<file path="src/rtl/chain_io_pkg.sv">
package chain_io_pkg;

    localparam int BUS_W    = 16;
    localparam int FIELD_W  = 8;
    localparam int MAX_LIST = 32;

    typedef logic [BUS_W-1:0]            word_t;
    typedef logic [FIELD_W*MAX_LIST-1:0] list_t;

    typedef enum logic [2:0] {
        ACC_NONE,
        ACC_RD_PROBE,
        ACC_RD_CTRL,
        ACC_WR_CTRL,
        ACC_WR_PROBE
    } acc_kind_e;

    // width of entry k of a packed width list
    function automatic int width_at(input list_t list, input int k);
        return int'(list[FIELD_W*k +: FIELD_W]);
    endfunction

    // sum of the first count entries: total width, or bit offset of entry count
    function automatic int width_sum(input list_t list, input int count);
        int s;
        s = 0;
        for (int k = 0; k < count; k++) begin
            s = s + width_at(list, k);
        end
        return s;
    endfunction

endpackage

</file>
<file path="src/rtl/chain_io_decode.sv">
module chain_io_decode
    import chain_io_pkg::*;
#(
    parameter logic [15:0] BASE_ADDR = 16'h0000,
    parameter int          NUM_IN    = 4,
    parameter int          NUM_PORTS = 8,
    parameter int          IDX_W     = 3
) (
    input  word_t            addr,
    input  logic             valid,
    input  logic             rw,
    output acc_kind_e        kind,
    output logic [IDX_W-1:0] idx
);

    logic [BUS_W:0] rel;
    logic           in_win;
    logic           is_probe;

    always_comb begin
        rel      = {1'b0, addr} - {1'b0, BASE_ADDR};
        in_win   = valid && (addr >= BASE_ADDR) && (rel < (BUS_W+1)'(NUM_PORTS));
        idx      = rel[IDX_W-1:0];
        is_probe = (idx < IDX_W'(NUM_IN));
        if (!in_win) begin
            kind = ACC_NONE;
        end else if (rw) begin
            kind = is_probe ? ACC_WR_PROBE : ACC_WR_CTRL;
        end else begin
            kind = is_probe ? ACC_RD_PROBE : ACC_RD_CTRL;
        end
    end

endmodule

</file>
<file path="src/rtl/chain_io_outreg.sv">
module chain_io_outreg
    import chain_io_pkg::*;
#(
    parameter int W = 1
) (
    input  logic         clk,
    input  logic         armed,
    input  logic         wr_en,
    input  word_t        wdata,
    output logic [W-1:0] q
);

    logic [W-1:0] q_r = '0;

    always_ff @(posedge clk) begin
        if (wr_en) begin
            q_r <= wdata[W-1:0];
        end
    end

    assign q = q_r;

    AST_REG_HOLD: assert property (@(posedge clk) disable iff (!armed)
        !wr_en |=> $stable(q));

endmodule

</file>
<file path="src/rtl/chain_io_regs.sv">
module chain_io_regs
    import chain_io_pkg::*;
#(
    parameter logic [15:0]         BASE_ADDR  = 16'h0000,
    parameter int                  NUM_IN     = 4,
    parameter int                  NUM_OUT    = 4,
    parameter logic [8*NUM_IN-1:0] IN_WIDTHS  = {8'd1, 8'd10, 8'd7, 8'd1},
    parameter logic [8*NUM_OUT-1:0] OUT_WIDTHS = {8'd1, 8'd1, 8'd3, 8'd5},
    localparam int IN_TOTAL  = chain_io_pkg::width_sum(chain_io_pkg::list_t'(IN_WIDTHS), NUM_IN),
    localparam int OUT_TOTAL = chain_io_pkg::width_sum(chain_io_pkg::list_t'(OUT_WIDTHS), NUM_OUT)
) (
    input  logic                 clk,
    input  logic [15:0]          up_addr,
    input  logic [15:0]          up_wdata,
    input  logic [15:0]          up_rdata,
    input  logic                 up_rw,
    input  logic                 up_valid,
    input  logic [IN_TOTAL-1:0]  probe_in,
    output logic [15:0]          dn_addr,
    output logic [15:0]          dn_wdata,
    output logic [15:0]          dn_rdata,
    output logic                 dn_rw,
    output logic                 dn_valid,
    output logic [OUT_TOTAL-1:0] ctrl_out
);

    localparam int    NUM_PORTS = NUM_IN + NUM_OUT;
    localparam int    IDX_W     = (NUM_PORTS > 2) ? $clog2(NUM_PORTS) : 1;
    localparam list_t IN_LIST   = list_t'(IN_WIDTHS);
    localparam list_t OUT_LIST  = list_t'(OUT_WIDTHS);
    localparam int    OW0       = width_at(OUT_LIST, 0);

    // goes high after the first edge; gates the clocked checks
    logic armed = 1'b0;
    always_ff @(posedge clk) begin
        armed <= 1'b1;
    end

    acc_kind_e          kind;
    logic [IDX_W-1:0]   idx;
    word_t              probe_word [NUM_IN];
    word_t              ctrl_word  [NUM_OUT];
    logic [NUM_OUT-1:0] wr_en;
    word_t              rd_word;

    chain_io_decode #(
        .BASE_ADDR (BASE_ADDR),
        .NUM_IN    (NUM_IN),
        .NUM_PORTS (NUM_PORTS),
        .IDX_W     (IDX_W)
    ) u_decode (
        .addr  (up_addr),
        .valid (up_valid),
        .rw    (up_rw),
        .kind  (kind),
        .idx   (idx)
    );

    // probe ports: slice, zero-extend
    for (genvar gi = 0; gi < NUM_IN; gi++) begin : g_probe
        localparam int OFF = width_sum(IN_LIST, gi);
        localparam int W   = width_at(IN_LIST, gi);
        assign probe_word[gi] = word_t'(probe_in[OFF +: W]);
    end

    // control ports: one register each
    for (genvar go = 0; go < NUM_OUT; go++) begin : g_ctrl
        localparam int OFF = width_sum(OUT_LIST, go);
        localparam int W   = width_at(OUT_LIST, go);
        logic [W-1:0] q_w;

        assign wr_en[go] = (kind == ACC_WR_CTRL) && (idx == IDX_W'(NUM_IN + go));

        chain_io_outreg #(.W(W)) u_reg (
            .clk   (clk),
            .armed (armed),
            .wr_en (wr_en[go]),
            .wdata (up_wdata),
            .q     (q_w)
        );

        assign ctrl_out[OFF +: W] = q_w;
        assign ctrl_word[go]      = word_t'(q_w);
    end

    // read word selected by port index
    always_comb begin
        rd_word = '0;
        for (int k = 0; k < NUM_IN; k++) begin
            if (idx == IDX_W'(k)) rd_word = probe_word[k];
        end
        for (int k = 0; k < NUM_OUT; k++) begin
            if (idx == IDX_W'(NUM_IN + k)) rd_word = ctrl_word[k];
        end
    end

    // downstream bus stage
    logic [15:0] addr_q  = '0;
    logic [15:0] wdata_q = '0;
    logic [15:0] rdata_q = '0;
    logic        rw_q    = 1'b0;
    logic        valid_q = 1'b0;

    always_ff @(posedge clk) begin
        addr_q  <= up_addr;
        wdata_q <= up_wdata;
        rw_q    <= up_rw;
        valid_q <= up_valid;
        unique case (kind)
            ACC_RD_PROBE, ACC_RD_CTRL:             rdata_q <= rd_word;
            ACC_NONE, ACC_WR_CTRL, ACC_WR_PROBE:   rdata_q <= up_rdata;
            default:                               rdata_q <= up_rdata;
        endcase
    end

    assign dn_addr  = addr_q;
    assign dn_wdata = wdata_q;
    assign dn_rdata = rdata_q;
    assign dn_rw    = rw_q;
    assign dn_valid = valid_q;

    initial begin
        for (int k = 0; k < NUM_IN; k++) begin
            AST_IN_WIDTH: assert (width_at(IN_LIST, k) >= 1 && width_at(IN_LIST, k) <= 16);
        end
        for (int k = 0; k < NUM_OUT; k++) begin
            AST_OUT_WIDTH: assert (width_at(OUT_LIST, k) >= 1 && width_at(OUT_LIST, k) <= 16);
        end
    end

    AST_STROBE_LATENCY: assert property (@(posedge clk) disable iff (!armed)
        up_valid |=> dn_valid);
    AST_IDLE_LATENCY: assert property (@(posedge clk) disable iff (!armed)
        !up_valid |=> !dn_valid);
    AST_MISS_PASSES: assert property (@(posedge clk) disable iff (!armed)
        (kind == ACC_NONE) |=> (dn_rdata == $past(up_rdata)));
    AST_ONE_WRITER: assert property (@(posedge clk) disable iff (!armed)
        $onehot0(wr_en));
    AST_FIRST_CTRL_LOAD: assert property (@(posedge clk) disable iff (!armed)
        (up_valid && up_rw && up_addr == 16'(BASE_ADDR + NUM_IN))
        |=> (ctrl_out[OW0-1:0] == $past(up_wdata[OW0-1:0])));
    AST_PROBE_WRITE_INERT: assert property (@(posedge clk) disable iff (!armed)
        (kind == ACC_WR_PROBE) |=> $stable(ctrl_out));
    AST_IDLE_HOLD: assert property (@(posedge clk) disable iff (!armed)
        !up_valid |=> $stable(ctrl_out));

endmodule

</file>
<file path="config.mk">
export PLATFORM = sky130hd
export DESIGN_NAME = chain_io_regs
export DESIGN_NICKNAME = d
export VERILOG_FILES = /design/src/rtl/chain_io_pkg.sv /design/src/rtl/chain_io_decode.sv /design/src/rtl/chain_io_outreg.sv /design/src/rtl/chain_io_regs.sv
export SDC_FILE = /design/constraint.sdc
export NUM_CORES = 1
export LEC_CHECK = 0
export CAP_MARGIN = 20
export CELL_PAD_IN_SITES_DETAIL_PLACEMENT = 1
export CELL_PAD_IN_SITES_GLOBAL_PLACEMENT = 2
export CORE_MARGIN = 5
export CORE_UTILIZATION = 30
export CTS_CLUSTER_SIZE = 12
export DETAILED_ROUTE_END_ITERATION = 8
export DONT_BUFFER_PORTS = 1
export PLACE_DENSITY_LB_ADDON = 0.1
export SYNTH_ARGS = -nofsm -noshare
export SYNTH_HDL_FRONTEND = slang
export SYNTH_SLANG_ARGS = --single-unit
</file>
<file path="constraint.sdc">
create_clock -name clk -period 4 [get_ports clk]
set_input_delay 0.8 -clock clk [delete_from_list [all_inputs] [get_ports clk]]
set_output_delay 0.8 -clock clk [all_outputs]
set_load 0.01 [all_outputs]
</file>
==> impl_metrics.toml <==
[floorplanning]
row_count = 28
coreArea_um2 = 5960
ios = 130
start_util_pct = 31.2
fp.dieW_um = 88.6
die_y_um = 88.6
dieArea_um2 = 7860

[detailed_routing]
firstDrtPassIters = 4
vias_per_cell = 4.73
postRouteAntennaNets = 0
drtIter0Drc = 20
drc = 0
finalWirelength_mm = 4.53
wl_per_cell_um = 20.8
vias = 1032

[cts]
clock_path_buffers = 2
cts_root_buf = "clkbuf_8"
cts_hold_buf = 0
clk_pin_slew_ps = 60
cts_tree = "done"
h-tree-depth = 3
numCtsBuffers = 9
cts.repair.resized = 0
clock_sinks = 60
cts_setup_buffers = 0
clkLatencyLatePin_ps = 330

[yosys]
netlist_instances = 134
synth_area_leaders = "dfxtp_1 (54%), edfxtp_1 (16%), nor2b_1 (2.7%)"
yosysTopAreaCell = "dfxtp_1"
netlist_top_cells_count = "dfxtp_1 (50), edfxtp_1 (10), nor2b_1 (8)"
synth_seq_cells = 60
synth.most_common_cell = "dfxtp_1"
ys_types = 30
synth_top_area_share_pct = 53.9
ys_seq_area_share_pct = 70.1
synth_edf_count = 10
synthesis.area_per_instance_um2 = 13.8
ys_warn_count = 0
synthFlopType = "dfxtp_1"
synthArstFlopShare_pct = 0
syn_area_um2 = 1860
synthesis.nets = 205

[layout]
nNetsFinal = 209
area_delta_synth_final_pct = 12.5
fillers = 638
drive_gt1_share_pct = 16.2

[global_route]
globalRoute.totalOverflow = 0
grt_usage_pct = 11.3
antenna_found_initial = 2
grt_max_degree = 16
grt_pass1_vias = 1140
grt_pass1_wl_mm = 6.26

[worst_setup_path]
r2r_end = "dn_rdata[0]$_DFF_P_"
crit_slowest_cell = "nor3_1"
r2r_start = "g_ctrl[1].u_reg.q[0]$_DFFE_PP_"
critPathCaptureType = "flip-flop"
worst-path-max-fanout = 14
critPathRequiredTime_ps = 3960
cp-startpoint = "up_addr[2]"
r2r_cells = 3
crit_end = "g_ctrl[0].u_reg.q[4]$_DFFE_PP_"
regToRegSetupSlack_ps = 2410
slowest_delay_ps = 550
cp-start-kind = "input pin"
worstPathCellList = "inv_1 -> ha_1 -> nor3b_1 -> nand4_2 -> or2_1 -> nor3_1"
worstSetupPathType = "input pin to flip-flop"
cp.arrival_ps = 2470

[power_and_ir_drop]
total_power_uw = 1180
ir_drop_v = 0.000197
leakagePower_uw = 0.000793
p_per_area_nw_per_um2 = 564

[sta]
whs_ps = 494
rsz0062_at_grt = "false"
post-route-period-util_pct = 62.7
setup_viol = 0
relSlewSlack_pct = 54.3
post-route-min-period_ps = 2510
slew_viol_final = 0
final.setup.tns_ps = 0
max_freq_ghz = 0.398
hold_violations = 0
worstMarginPinSlew_ps = 680
skew_ps = 5.67

[worst_hold_path]
hp-class = "input pin to flip-flop"

[place]
dp_hpwl_mm = 3.64
io_buffers = 0
gp_congestion = 0.692

[run]
max-cap-violations = 0

[status]
run_status = "complete, no violations"
logic make-up (layout without fill, tap and decap cells):
family / after synthesis / after routing / synth area share (%)
XOR/XNOR: 1 / 1 / 0.472
AND/OR/NAND/NOR: 33 / 33 / 11.7
multiplexers: 11 / 11 / 8.29
buffers and inverters: 10 / 18 / 2.97
flip-flops: 60 / 60 / 70.1
AO/OA/AOI/OAI: 18 / 18 / 5.80
other: 0 / 1 / 0
adder cells (fa/ha/maj): 1 / 1 / 0.674
layout make-up:
cell class                      instances  area (um^2)  share of cell area (%)
Clock inverter                          1         5.00                   0.240
Sequential cell                        60         1300                    62.4
Multi-Input combinational cell         64          499                    23.9
Antenna cell                            1         2.50                   0.120
Tap cell                               75         93.8                    4.50
Inverter                                3         11.3                   0.540
Clock buffer                           14          174                    8.33
per-stage QoR:
step	utilization [%]	worst slack, ps	cells	instance area, um^2
floorplan	-	1240	134	1860
global placement	32.0	1220	202	1910
detailed placement	32.0	1110	202	1910
CTS	35.0	1470	217	2080
global route	35.0	1320	218	2090
finish	35.0	1490	218	2090
how the worst min path moves through the flow:
stage | from | end | depth (start not counted)
after floorplan | g_ctrl[0].u_reg.q[3]$_DFFE_PP_ | dn_rdata[3]$_DFF_P_ | 3
after global placement | g_ctrl[0].u_reg.q[4]$_DFFE_PP_ | dn_rdata[4]$_DFF_P_ | 3
after detailed placement | g_ctrl[0].u_reg.q[4]$_DFFE_PP_ | dn_rdata[4]$_DFF_P_ | 3
after CTS | up_wdata[0] | dn_wdata[0]$_DFF_P_ | 0
after global routing | up_wdata[0] | dn_wdata[0]$_DFF_P_ | 0
final | up_wdata[0] | dn_wdata[0]$_DFF_P_ | 0
layer usage:
metal  part of all wire (%)  global-route usage [%]  vias up
met2                     50                    17.9       71
met3                     15                    8.85        6
met1                     33                    10.4      477
met5                      0                       0        -
met4                    1.4                    6.18        0
li1                       -                       -      478
cells in the final DEF (no fill, tap or decap), types with 4 or more instances in the layout:
master	count
a22oi_1	4
nor2_1	4
edfxtp_1	10
nor2b_1	8
o21ai_0	6
mux2_1	4
clkbuf_8	10
dfxtp_1	50
nand2_1	4
mux2_2	4
and3_1	5
a21oi_1	4
flip-flops by register name, indices dropped and copies added (netlist names):
register        cells
dn_addr            16
dn_wdata           16
dn_rw               1
g_ctrl.u_reg.q     10
dn_rdata           16
dn_valid            1
critical path: cells and delay by family:
kind / cells / cell delay [ps]
and+or+nand+nor: 4 / 1340
adders and majority gates: 1 / 220
buffers and inverters: 1 / 100
power by group:
part,switching [uW],leakage [uW],internal [uW]
sequential,23.9,0.000512,641
clock,205,0.0000917,276
combinational,14.3,0.000189,16.8
total,243,0.000793,934
Note: power is estimated with default switching activity, not from simulation.
